--- config.mk ---
export PLATFORM = sky130hd
export DESIGN_NAME = xlat_unit
export DESIGN_NICKNAME = d
export VERILOG_FILES = /design/src/rtl/xlat_pkg.sv /design/src/rtl/xlat_rights.sv /design/src/rtl/xlat_tlb.sv /design/src/rtl/xlat_unit.sv
export SDC_FILE = /design/constraint.sdc
export NUM_CORES = 1
export LEC_CHECK = 0
export BUFFER_PORTS_ARGS = -buffer_cell sky130_fd_sc_hd__buf_2
export CORE_MARGIN = 3
export CORE_UTILIZATION = 65
export CTS_CLUSTER_DIAMETER = 60
export DETAILED_ROUTE_END_ITERATION = 10
export HOLD_SLACK_MARGIN = 0.08
export PLACE_DENSITY = 0.95
export SYNTH_ARGS = -nofsm -noshare
export SYNTH_HDL_FRONTEND = slang
export SYNTH_SLANG_ARGS = --single-unit
--- constraint.sdc ---
create_clock -name clk -period 4.2 [get_ports clk]
set_input_delay 0.84 -clock clk [delete_from_list [all_inputs] [get_ports clk]]
set_output_delay 0.84 -clock clk [all_outputs]
set_load 0.03 [all_outputs]
--- src/rtl/xlat_pkg.sv ---
package xlat_pkg;
    parameter int VA_W  = 14;
    parameter int PA_W  = 12;
    parameter int OFF_W = 6;
    parameter int PT_AW = 12;
    localparam int VPN_W = VA_W - OFF_W;
    localparam int PPN_W = PA_W - OFF_W;
    localparam int PTE_W = PPN_W + 4;
    localparam int PTE_VALID_BIT = PPN_W + 3;
    localparam int PTE_RT_HI     = PPN_W + 2;
    localparam int PTE_RT_LO     = PPN_W + 1;
    localparam int PTE_KERN_BIT  = PPN_W;

    typedef enum logic [1:0] {
        ACC_READ  = 2'b00,
        ACC_WRITE = 2'b01,
        ACC_EXEC  = 2'b10,
        ACC_RSVD  = 2'b11
    } acc_kind_e;

    typedef enum logic [1:0] {
        RT_RO   = 2'b00,
        RT_RW   = 2'b01,
        RT_XO   = 2'b10,
        RT_NONE = 2'b11
    } rights_e;

    typedef enum logic [1:0] {
        ST_IDLE   = 2'b00,
        ST_RDREQ  = 2'b01,
        ST_RDWAIT = 2'b10
    } walk_st_e;
endpackage

--- src/rtl/xlat_rights.sv ---
module xlat_rights
    import xlat_pkg::*;
(
    input  logic [1:0] kind,
    input  logic [1:0] rights,
    input  logic       kern_only,
    input  logic       user_mode,
    output logic       allow
);
    logic kind_ok;

    always_comb begin
        kind_ok = 1'b0;
        case (rights_e'(rights))
            RT_RO:   kind_ok = (kind == ACC_READ);
            RT_RW:   kind_ok = (kind == ACC_READ) || (kind == ACC_WRITE);
            RT_XO:   kind_ok = (kind == ACC_EXEC);
            default: kind_ok = 1'b0;
        endcase
        allow = kind_ok && !(user_mode && kern_only);
    end

    // user access to a kernel-only page is never allowed
    always_comb begin
        if (user_mode && kern_only) begin
            a_user_kern_r7: assert (!allow);
        end
    end
endmodule

--- src/rtl/xlat_tlb.sv ---
module xlat_tlb
    import xlat_pkg::*;
#(
    parameter int ENTRIES = 8
) (
    input  logic             clk,
    input  logic             rst_n,
    input  logic             flush,
    input  logic [VPN_W-1:0] lk_vpn,
    output logic             hit,
    output logic [PPN_W-1:0] hit_ppn,
    output logic [1:0]       hit_rights,
    output logic             hit_kern,
    input  logic             fill_en,
    input  logic [VPN_W-1:0] fill_vpn,
    input  logic [PPN_W-1:0] fill_ppn,
    input  logic [1:0]       fill_rights,
    input  logic             fill_kern
);
    localparam int IDX_W = (ENTRIES > 1) ? $clog2(ENTRIES) : 1;

    typedef struct packed {
        logic [VPN_W-1:0] tag;
        logic [1:0]       rights;
        logic             kern;
        logic [PPN_W-1:0] ppn;
    } ent_t;

    typedef struct packed {
        logic [ENTRIES-1:0] valid;
        ent_t [ENTRIES-1:0] ent;
        logic [IDX_W-1:0]   ptr;
    } tlb_st_t;

    tlb_st_t s_d, s_q;
    logic [ENTRIES-1:0] match;

    for (genvar g = 0; g < ENTRIES; g++) begin : g_cmp
        assign match[g] = s_q.valid[g] && (s_q.ent[g].tag == lk_vpn);
    end

    always_comb begin
        hit        = |match;
        hit_ppn    = '0;
        hit_rights = '0;
        hit_kern   = 1'b0;
        for (int i = 0; i < ENTRIES; i++) begin
            if (match[i]) begin
                hit_ppn    = hit_ppn    | s_q.ent[i].ppn;
                hit_rights = hit_rights | s_q.ent[i].rights;
                hit_kern   = hit_kern   | s_q.ent[i].kern;
            end
        end
    end

    always_comb begin
        s_d = s_q;
        if (flush) begin
            s_d.valid = '0;
        end else if (fill_en) begin
            s_d.ent[s_q.ptr].tag    = fill_vpn;
            s_d.ent[s_q.ptr].ppn    = fill_ppn;
            s_d.ent[s_q.ptr].rights = fill_rights;
            s_d.ent[s_q.ptr].kern   = fill_kern;
            s_d.valid[s_q.ptr]      = 1'b1;
            s_d.ptr = (s_q.ptr == IDX_W'(ENTRIES - 1)) ? '0 : s_q.ptr + 1'b1;
        end
    end

    always_ff @(posedge clk) begin
        if (!rst_n) begin
            s_q <= '0;
        end else begin
            s_q <= s_d;
        end
    end

    // fills never create two entries for the same page
    p_single_match_r8: assert property (@(posedge clk) disable iff (!rst_n)
        $onehot0(match));

    // nothing hits in the cycle after a flush
    p_flush_clears_r9: assert property (@(posedge clk) disable iff (!rst_n)
        flush |=> !hit);
endmodule

--- src/rtl/xlat_unit.sv ---
module xlat_unit
    import xlat_pkg::*;
#(
    parameter int TLB_ENTRIES = 8
) (
    input  logic             clk,
    input  logic             rst_n,
    input  logic             req_valid,
    output logic             req_ready,
    input  logic [VA_W-1:0]  req_vaddr,
    input  logic [1:0]       req_kind,
    input  logic             req_user,
    input  logic [PT_AW-1:0] pt_base,
    input  logic             flush,
    output logic             rsp_valid,
    output logic [PA_W-1:0]  rsp_paddr,
    output logic             rsp_fault_page,
    output logic             rsp_fault_prot,
    output logic             pt_rd_en,
    output logic [PT_AW-1:0] pt_rd_addr,
    input  logic [PTE_W-1:0] pt_rd_data
);
    typedef struct packed {
        walk_st_e         st;
        logic [VPN_W-1:0] vpn;
        logic [OFF_W-1:0] off;
        logic [1:0]       kind;
        logic             user;
        logic [PT_AW-1:0] pt_addr;
        logic             rsp_valid;
        logic [PA_W-1:0]  paddr;
        logic             fpage;
        logic             fprot;
    } unit_st_t;

    unit_st_t s_d, s_q;

    logic [VPN_W-1:0] req_vpn;
    logic [OFF_W-1:0] req_off;
    logic             tlb_hit, hit_kern, use_hit;
    logic [PPN_W-1:0] hit_ppn;
    logic [1:0]       hit_rights;
    logic             pte_valid, pte_kern;
    logic [1:0]       pte_rights;
    logic [PPN_W-1:0] pte_ppn;
    logic             fill_en;
    logic [1:0]       chk_kind, chk_rights;
    logic             chk_kern, chk_user, allow;

    assign req_vpn    = req_vaddr[VA_W-1:OFF_W];
    assign req_off    = req_vaddr[OFF_W-1:0];
    assign pte_valid  = pt_rd_data[PTE_VALID_BIT];
    assign pte_rights = pt_rd_data[PTE_RT_HI:PTE_RT_LO];
    assign pte_kern   = pt_rd_data[PTE_KERN_BIT];
    assign pte_ppn    = pt_rd_data[PPN_W-1:0];
    assign use_hit    = tlb_hit && !flush;

    xlat_tlb #(.ENTRIES(TLB_ENTRIES)) tlb_i (
        .clk         (clk),
        .rst_n       (rst_n),
        .flush       (flush),
        .lk_vpn      (req_vpn),
        .hit         (tlb_hit),
        .hit_ppn     (hit_ppn),
        .hit_rights  (hit_rights),
        .hit_kern    (hit_kern),
        .fill_en     (fill_en),
        .fill_vpn    (s_q.vpn),
        .fill_ppn    (pte_ppn),
        .fill_rights (pte_rights),
        .fill_kern   (pte_kern)
    );

    always_comb begin
        if (s_q.st == ST_RDWAIT) begin
            chk_kind   = s_q.kind;
            chk_user   = s_q.user;
            chk_rights = pte_rights;
            chk_kern   = pte_kern;
        end else begin
            chk_kind   = req_kind;
            chk_user   = req_user;
            chk_rights = hit_rights;
            chk_kern   = hit_kern;
        end
    end

    xlat_rights rights_i (
        .kind      (chk_kind),
        .rights    (chk_rights),
        .kern_only (chk_kern),
        .user_mode (chk_user),
        .allow     (allow)
    );

    always_comb begin
        s_d           = s_q;
        s_d.rsp_valid = 1'b0;
        fill_en       = 1'b0;
        case (s_q.st)
            ST_IDLE: begin
                if (req_valid) begin
                    if (use_hit) begin
                        s_d.rsp_valid = 1'b1;
                        s_d.fpage     = 1'b0;
                        s_d.fprot     = !allow;
                        s_d.paddr     = allow ? {hit_ppn, req_off} : '0;
                    end else begin
                        s_d.st      = ST_RDREQ;
                        s_d.vpn     = req_vpn;
                        s_d.off     = req_off;
                        s_d.kind    = req_kind;
                        s_d.user    = req_user;
                        s_d.pt_addr = pt_base + PT_AW'(req_vpn);
                    end
                end
            end
            ST_RDREQ: begin
                s_d.st = ST_RDWAIT;
            end
            ST_RDWAIT: begin
                s_d.st        = ST_IDLE;
                s_d.rsp_valid = 1'b1;
                if (!pte_valid) begin
                    s_d.fpage = 1'b1;
                    s_d.fprot = 1'b0;
                    s_d.paddr = '0;
                end else begin
                    fill_en   = 1'b1;
                    s_d.fpage = 1'b0;
                    s_d.fprot = !allow;
                    s_d.paddr = allow ? {pte_ppn, s_q.off} : '0;
                end
            end
            default: begin
                s_d.st = ST_IDLE;
            end
        endcase
    end

    always_ff @(posedge clk) begin
        if (!rst_n) begin
            s_q <= '0;
        end else begin
            s_q <= s_d;
        end
    end

    assign req_ready      = (s_q.st == ST_IDLE);
    assign pt_rd_en       = (s_q.st == ST_RDREQ);
    assign pt_rd_addr     = s_q.pt_addr;
    assign rsp_valid      = s_q.rsp_valid;
    assign rsp_paddr      = s_q.paddr;
    assign rsp_fault_page = s_q.fpage;
    assign rsp_fault_prot = s_q.fprot;

    // a cached page answers on the next cycle
    p_hit_resp_r2: assert property (@(posedge clk) disable iff (!rst_n)
        (req_ready && req_valid && tlb_hit && !flush) |=> rsp_valid);

    // a miss issues the table read on the next cycle
    p_walk_read_r3: assert property (@(posedge clk) disable iff (!rst_n)
        (req_ready && req_valid && !(tlb_hit && !flush)) |=> pt_rd_en);

    // the result follows two cycles after the read, and the read is single
    p_walk_resp_r3: assert property (@(posedge clk) disable iff (!rst_n)
        pt_rd_en |=> (!pt_rd_en && !req_ready) ##1 rsp_valid);

    // a faulting response carries no address
    p_fault_noaddr_r5: assert property (@(posedge clk) disable iff (!rst_n)
        (rsp_valid && (rsp_fault_page || rsp_fault_prot)) |-> (rsp_paddr == '0));

    // the two fault kinds never appear together
    p_fault_excl_r6: assert property (@(posedge clk) disable iff (!rst_n)
        rsp_valid |-> !(rsp_fault_page && rsp_fault_prot));
endmodule

# After elaboration in Yosys (flattened, before gate mapping)
# Index checks and enable logic that the tools add are counted.
# classes
muxes	54
addsub	2
reduce_logical	26
bitwise_logic	25
eq_ne	18
order_cmp	2
# op_table
op	count
136-bit bitwise mux	4
17-bit demux with 3-bit select	4
8-bit equality test	8
6-bit two-way mux	9
46-bit two-way mux	1
6-bit OR	7
31-bit two-way mux	1
15-bit case mux with 2 select lines	1
12-bit two-way mux	2
2-bit two-way mux	10
17-bit two-way mux	1
15-bit two-way mux	1
14-bit two-way mux	1
2-bit OR	7
1-bit two-way mux	13
12-bit by 8-bit adder with 12-bit output	1
1-bit logical AND	12
9-bit two-way mux	1
8-bit OR	1
8-bit OR reduction	1
7-bit two-way mux	1
1-bit OR	7
2-bit by 1-bit equality test with 1-bit output, second input constant	3
2-bit equality test, second input constant	3
18 further kinds	27
# totals
regBits	193
output_inout_bits	29
in_bits	43
wordCells	171

# Longest topological paths before layout
# Gate-level depths: netlist of the first run.
# logic_depth
word_depth	25
ltp_mapped	11
ltp_nobuf	11

# By module
# A second synthesis of the first run with hierarchy kept.
# unflattened
cells_unflattened	1079
hier_area_um2	9435.3
# modules_own_cells
mod	cells_each	area_per_inst_um2	n_inst	seq_area_each_um2
xlat_tlb	788	7018.0	1	2942.8
xlat_unit	286	2376.0	1	920.9
xlat_rights	5	41.3	1	0.0

# Worst setup path after synthesis of the first run
# OpenSTA, ideal clock, no wires.
# synth_path
kind	input to register
start	in req_vaddr[6]
end	reg s_q (netlist bit rsp_paddr[3])
arrival_time_ns	2.807
cell_stages	10
required_ns	4.067
path_buffers	2
setup_ns	0.133
slack_ns	1.261
cell_sequence	buf_4 -> xor2_1 -> nor4_1 -> and3_1 -> a2bb2oi_1 -> nand3_1 -> mux2_2 -> buf_4 -> nand3_1 -> a31oi_1
# synth_between
elab_chain_cells	25
elab_cells_between_ends	65
classes_between	eq/ne (11); mux (25); bitwise (14); reduce/logical (15)
# synth_lines
element	line_no	source
from (decl)	xlat_unit.sv:10	input logic [VA_W-1:0] req_vaddr,
8-bit equality test	xlat_tlb.sv:39	assign match[g] = s_q.valid[g] && (s_q.ent[g].tag == lk_vpn);
1-bit logical AND	xlat_tlb.sv:39	
2-bit two-way mux / 1-bit two-way mux (equally long branches)	xlat_tlb.sv:48	if (match[i]) begin
2-bit OR / 1-bit OR (equally long branches)	xlat_tlb.sv:50, xlat_tlb.sv:51	
2-bit two-way mux / 1-bit two-way mux (equally long branches)	xlat_tlb.sv:48	
2-bit OR / 1-bit OR (equally long branches)	xlat_tlb.sv:50, xlat_tlb.sv:51	
2-bit two-way mux / 1-bit two-way mux (equally long branches)	xlat_tlb.sv:48	
2-bit OR / 1-bit OR (equally long branches)	xlat_tlb.sv:50, xlat_tlb.sv:51	
(+9 left out)	-	
2-bit two-way mux / 1-bit two-way mux (equally long branches)	xlat_unit.sv:75	if (s_q.st == ST_RDWAIT) begin
2-bit equality test, or another cell as far along	xlat_rights.sv:14	case (rights_e'(rights))
1-bit case mux with 3 select lines / 1-bit logical NOT (equally long branches)	xlat_rights.sv:14, xlat_rights.sv:20	
1-bit logical AND	xlat_rights.sv:20	allow = kind_ok && !(user_mode && kern_only);
12-bit two-way mux	xlat_unit.sv:107	s_d.paddr = allow ? {hit_ppn, req_off} : '0;
15-bit two-way mux	xlat_unit.sv:103	if (use_hit) begin
46-bit two-way mux	xlat_unit.sv:102	if (req_valid) begin
15-bit case mux with 2 select lines	xlat_unit.sv:100	case (s_q.st)
to (signal assigned)	xlat_unit.sv:143	s_q <= '0;
to (signal assigned)	xlat_unit.sv:145	s_q <= s_d;
to (decl)	xlat_unit.sv:36	unit_st_t s_d, s_q;
# Parallel ways exist; a longest one is shown, timed or not. The select of a mux whose other input is x is not followed.
# A chain may end at the register's enable or synchronous reset.

# Worst setup path in the final report of the first run
# layout_path
start	in req_vaddr[9]
end	reg s_q (netlist bit rsp_paddr[2])
# The elaborated chain is that of the path after synthesis.

==> results of run 1 <==
power by group:
group | switching, uW | leakage, uW | total (uW) | internal [uW]
Clock | 728 | 0.000296 | 1740 | 1010
Sequential | 27.9 | 0.00156 | 1880 | 1850
Combinational | 209 | 0.00182 | 303 | 94.1
path summary, 6_finish.rpt:
kind,slack (ns),end,cells past startpoint
worst max register to register,1.25,rsp_paddr[9],8
worst min-delay path,0.45,pt_rd_addr[2],2
worst max-delay path,0.95,rsp_paddr[2],9
worst min register to register,0.45,pt_rd_addr[2],2
sequential cells by signal, summed over array words and instances (netlist names):
signal	flops
rsp_paddr	12
s_q	19
tlb_i.s_q	147
rsp_valid	1
rsp_fault_prot	1
pt_rd_addr	12
rsp_fault_page	1
layer usage:
layer | vias to the layer above | GRT usage (%) | wire [um]
met3 | 194 | 9.95 | 3340
met4 | 0 | 21.6 | 1730
li1 | 3938 | - | -
met2 | 647 | 58.2 | 12800
met5 | - | 0 | 0
met1 | 4144 | 41.4 | 9560
synthesized netlist by cell type (all sizes together) (2+ instances only):
cell,number,area (um2)
a32oi,6,52.6
ha,10,125
o2111a,3,33.8
a2111oi,5,43.8
xor2,60,526
nand2b,3,18.8
nor3,15,80.1
a41oi,3,26.3
a21o,2,15.0
clkbuf,61,229
a22oi,2,15.0
inv,23,86.3
and3,9,61.3
o21a,2,15.0
a31oi,10,62.6
a211oi,3,22.5
nand2,361,1360
dfxtp,193,3860
buf,43,318
a22o,14,123
o21ai,16,80.1
a21oi,176,881
nor4,8,86.3
nor2b,8,50.1
xnor2,13,114
or3,2,12.5
nor2,31,124
nand4,36,225
and4,2,17.5
nand3,15,75.1
and2,12,77.6
o2111ai,9,85.1
metrics by stage:
| stage | setup slack, ns | std cells |
|---|---|---|
| final | 0.954 | 1367 |
| after global routing | 0.879 | 1367 |
| after CTS | 1.04 | 1367 |
| after detailed placement | 0.611 | 1336 |
| after global placement | 0.718 | 1336 |
| after floorplan | 1.26 | 1170 |
worst max-delay path, stage by stage:
cell	delay [ns]
buf_2	0.28
xnor2_1	0.18
and2_0	0.32
and3_1	0.28
a22o_1	0.20
o31a_1	0.29
nor2_1	0.71
nand3_1	0.23
a31oi_1	0.26
layout make-up:
cell class	instances	area share, %
Tap cell	176	2.22
Clock inverter	12	1.84
Inverter	23	0.897
Clock buffer	19	4.47
Multi-Input combinational cell	850	46.1
Timing Repair Buffer	94	5.46
Sequential cell	193	39.0
kinds of logic after synthesis:
logic type | Yosys count | synth area share (%)
AOI/OAI and AO/OA | 260 | 17.1
and+or+nand+nor | 505 | 24.4
DFF | 193 | 42.7
xor gates and xnor gates | 73 | 7.06
adders and majority gates | 11 | 1.60
buffers and inverters | 127 | 7.00
muxes | 1 | 0.124
cells in the final DEF (no fill, tap or decap), drive strengths merged, types with 6 or more instances in the layout:
master,Yosys,final
nand2,361,361
dfxtp,193,193
a21oi,176,176
buf,43,94
xor2,60,60
nand4,36,36
nor2,31,31
inv,23,24
clkbuf,61,19
o21ai,16,16
nand3,15,15
nor3,15,15
a22o,14,14
xnor2,13,13
and2,12,12
a31oi,10,10
ha,10,10
and3,9,9
o2111ai,9,9
nor2b,8,8
nor4,8,8
a32oi,6,6
==> flow_summary.yaml, run 1 <==
sta:
  worst_pin_slew_ns: 1.03
  relSlewSlack_pct: 31.5
  finalCritPeriodShare_pct: 77.3
  rsz0062_at_grt: "no"
  finalSetupViolations: 0
  finalSetupTns_ns: 0
  final_max_slew_viol_count: 0
  fin_worst_skew_ns: 0.0119
  hold_viol: 0
  min_period_ns: 3.25
  hold_ws_ns: 0.452
  fmax_mhz: 308
die:
  fp.dieH_um: 124
  die_width_um: 124
  floorplan.rows: 42
  dieArea_um2: 15400
  core_area_um2: 13500
  ioPinCount: 72
  start_util_pct: 67.3
placed_design:
  portBuffers: 71
  dpl_cell_area_um2: 9280
  gp_congestion: 0.958
  hpwl_um: 17700
clock_network:
  clk_latency_ns: 0.45
  cts_sinks: 193
  clk_pin_slew_ns: 0.07
  cts-root-buf: "clkbuf_16"
  cts_max_level: 4
  cts-resized-gates: 0
  postCtsSetupRepairBufs: 0
  cts_tree: "done"
  cts_buffers: 17
  ctsHoldBuffers: 0
  cts_buffer_depth: 2
worst_hold_path:
  holdCritStartpoint: "pt_rd_addr[2]"
  min_path_type: "flip-flop to flip-flop"
power:
  ir_drop_mv: 0.315
  cellPowerDensity_nw_per_um2: 396
  power_uw: 3920
  p_leak_uw: 0.00367
synthesis:
  synth_edf_count: 0
  syn_area_um2: 9050
  ys_warn_count: 0
  synth_seq_cells: 193
  synthCells: 1170
  synth_top_flop_cell: "dfxtp_1"
  synth_nets: 1224
  avgSynthCellArea_um2: 7.73
  ys_types: 57
  seq_area_frac_synth_pct: 42.7
  async_flop_share_pct: 0
worst_setup_path:
  reg2reg_from: "tlb_i.s_q[46]"
  worstSetupStartpoint: "req_vaddr[9]"
  path_class: "input port to flip-flop"
  cp-end-kind: "flip-flop"
  start_kind: "input port"
  arrival_ns: 3.61
  crit_required_ns: 4.56
  critical_path.max_fanout: 13
finish:
  syn2layout_area_growth_pct: 9.44
  regArea_um2: 3860
  postLayoutCoreUtil_pct: 73.6
  stdcell_area_um2: 9900
  nFillCells: 915
  drive_gt1_share_pct: 11.7
  diodes: 0
  multi_input_area_um2: 4570
  nets: 1233
grt:
  grt_max_degree: 104
  gr-total-overflow: 0
  track_usage_pct: 35.6
  grt_pass1_wl_um: 42200
  grt_pass1_vias: 8553
  antenna_found_initial: 0
route:
  antenna_left: 0
  drt_iter0_drc: 1303
  viasPerCell: 6.53
  routed_wl_um: 27400
  drc_errors: 0
  wl_per_cell_um: 20.1
  num_vias: 8923
  firstDrtPassIters: 8
run_status:
  status: "complete, no violations"
flow_run:
  drv_cap: 0
Power figures use the tool's default switching activity.
==> inputs of run 2 (changes only) <==
--- a/config.mk
+++ b/config.mk
@@ -7,11 +7,11 @@
 export LEC_CHECK = 0
 export BUFFER_PORTS_ARGS = -buffer_cell sky130_fd_sc_hd__buf_2
 export CORE_MARGIN = 3
-export CORE_UTILIZATION = 65
+export CORE_UTILIZATION = 60
 export CTS_CLUSTER_DIAMETER = 60
 export DETAILED_ROUTE_END_ITERATION = 10
 export HOLD_SLACK_MARGIN = 0.08
-export PLACE_DENSITY = 0.95
+export PLACE_DENSITY = 0.9
 export SYNTH_ARGS = -nofsm -noshare
 export SYNTH_HDL_FRONTEND = slang
 export SYNTH_SLANG_ARGS = --single-unit
==> constraint.sdc (replaced) <==
create_clock -name clk -period 3.4 [get_ports clk]
set_input_delay 0.68 -clock clk [delete_from_list [all_inputs] [get_ports clk]]
set_output_delay 0.68 -clock clk [all_outputs]
set_load 0.03 [all_outputs]
==> flow_summary.yaml, run 2 (synthesis results as in run 1) <==
worst_setup_path:
  cp_slowest_cell: "nor3_1"
  path_class: "input port to flip-flop"
  crit_required_ns: 3.78
  arrival_ns: 3.25
  cpMostUsedCell: "buf_4"
  critPathTopFamily: "simple AND/OR/NAND/NOR gates"
  cp.buffers_inverters: 4
  start_kind: "input port"
  slowest_delay_ns: 0.39
  crit_chain: "buf_2 > buf_4 > xor2_1 > nor3_1 > nand3_1 > buf_4 > o2111ai_1 > a2111oi_0 > o21ai_0 > buf_4 > nand4_1 > nand2_1"
  critical_path.max_fanout: 7
  cp-end-kind: "flip-flop"
die:
  core_area_um2: 14600
  floorplan.rows: 44
  dieArea_um2: 16600
  die_width_um: 129
  ioPinCount: 72
  fp.dieH_um: 129
  start_util_pct: 61.8
clock_network:
  cts_sinks: 193
  clk_pin_slew_ns: 0.07
  cts_buffers: 17
  cts_max_level: 4
  postCtsSetupRepairBufs: 0
  clk_latency_ns: 0.44
  cts-resized-gates: 0
  cts-root-buf: "clkbuf_16"
  cts_tree: "done"
  ctsHoldBuffers: 0
  cts_buffer_depth: 2
finish:
  nets: 1256
  diodes: 0
  largest_reg_flops: 147
  nFillCells: 1081
  stdcell_area_um2: 10100
  multi_input_area_um2: 4560
  reg_top3: "tlb_i.s_q (147), s_q (19)"
  syn2layout_area_growth_pct: 12.0
  layoutNonFillerInstCount: 1398
  mostFrequentLayoutCells: "nand2_1, dfxtp_1, a21oi_1"
  layout_commonest_cell: "nand2_1"
  largest_register: "tlb_i.s_q"
  regArea_um2: 3860
  drive_gt1_share_pct: 13.3
  postLayoutCoreUtil_pct: 69.2
route:
  viasPerCell: 6.37
  num_vias: 8903
  antenna_left: 0
  drc_errors: 0
  wl_per_cell_um: 19.2
  firstDrtPassIters: 7
  drt_iter0_drc: 1174
  routed_wl_um: 26800
power:
  ir_drop_mv: 0.399
  p_leak_uw: 0.00381
  cellPowerDensity_nw_per_um2: 481
sta:
  rsz0062_at_grt: "no"
  finalSetupTns_ns: 0
  fin_worst_skew_ns: 0.0106
  hold_ws_ns: 0.449
  hold_viol: 0
  min_period_ns: 2.86
  finalSetupViolations: 0
  worst_pin_slew_ns: 0.885
  fmax_mhz: 349
  finalCritPeriodShare_pct: 84.2
  final_max_slew_viol_count: 0
  relSlewSlack_pct: 40.9
placed_design:
  portBuffers: 71
  hpwl_um: 18000
  dp.cells: 1367
  dpl_cell_area_um2: 9500
  gp_congestion: 1.03
grt:
  antenna_found_initial: 0
  grt_pass1_wl_um: 42000
  grt_max_degree: 124
  track_usage_pct: 32.0
  grt_pass1_vias: 8192
  gr-total-overflow: 0
flow_run:
  drv_cap: 0
worst_hold_path:
  min_path_type: "flip-flop to flip-flop"
run_status:
  status: "complete, no violations"
-- run 2: power breakdown --
part / leakage [uW] / internal, uW / switching (uW)
registers: 0.00156 / 2290 / 32.5
logic: 0.00194 / 127 / 259
clock network: 0.000309 / 1290 / 873
-- run 2: layout make-up --
cell class              instances  area share [%]
flip-flops and latches        193            38.1
well taps                     184            2.27
clock buffers                  20            4.60
repair buffers                117            7.40
inverters                      23           0.876
clock inverters                11            1.73
multi-input cells             850            45.0
-- run 2: metrics by stage --
step | total power (uW) | setup slack, ns
6_report | 4870 | 0.536
5_1_grt | 5000 | 0.492
4_1_cts | 4870 | 0.655
3_5_place_dp | 2750 | 0.234
3_3_place_gp | 2740 | 0.289
2_1_floorplan | 2640 | 0.621
-- run 2: layer usage --
metal  routed length [um]  GRT usage (%)  vias up
li1                     -              -     3991
met3                 2910           7.80      143
met1                10100           40.4     4167
met5                    0              0        -
met2                12400           49.9      602
met4                 1440           18.7        0
-- run 2: path summary, 6_finish.rpt --
kind                                    start       endpoint  slack (ns)  cells after the start
worst max-delay path             req_vaddr[8]   rsp_paddr[7]        0.54                     12
worst min register to register  pt_rd_addr[2]  pt_rd_addr[2]        0.45                      2
worst min-delay path            pt_rd_addr[2]  pt_rd_addr[2]        0.45                      2
worst max register to register  tlb_i.s_q[50]   rsp_paddr[7]        0.72                     11
-- run 2: worst reg2reg max path: cells and delay by family, from the launching register on --
family | cells | cell delay, ns
AND/OR/NAND/NOR | 3 | 0.33
XOR/XNOR | 1 | 0.18
flip-flops | 1 | 0.36
buffers and inverters | 3 | 0.52
AO/OA/AOI/OAI | 4 | 1.19
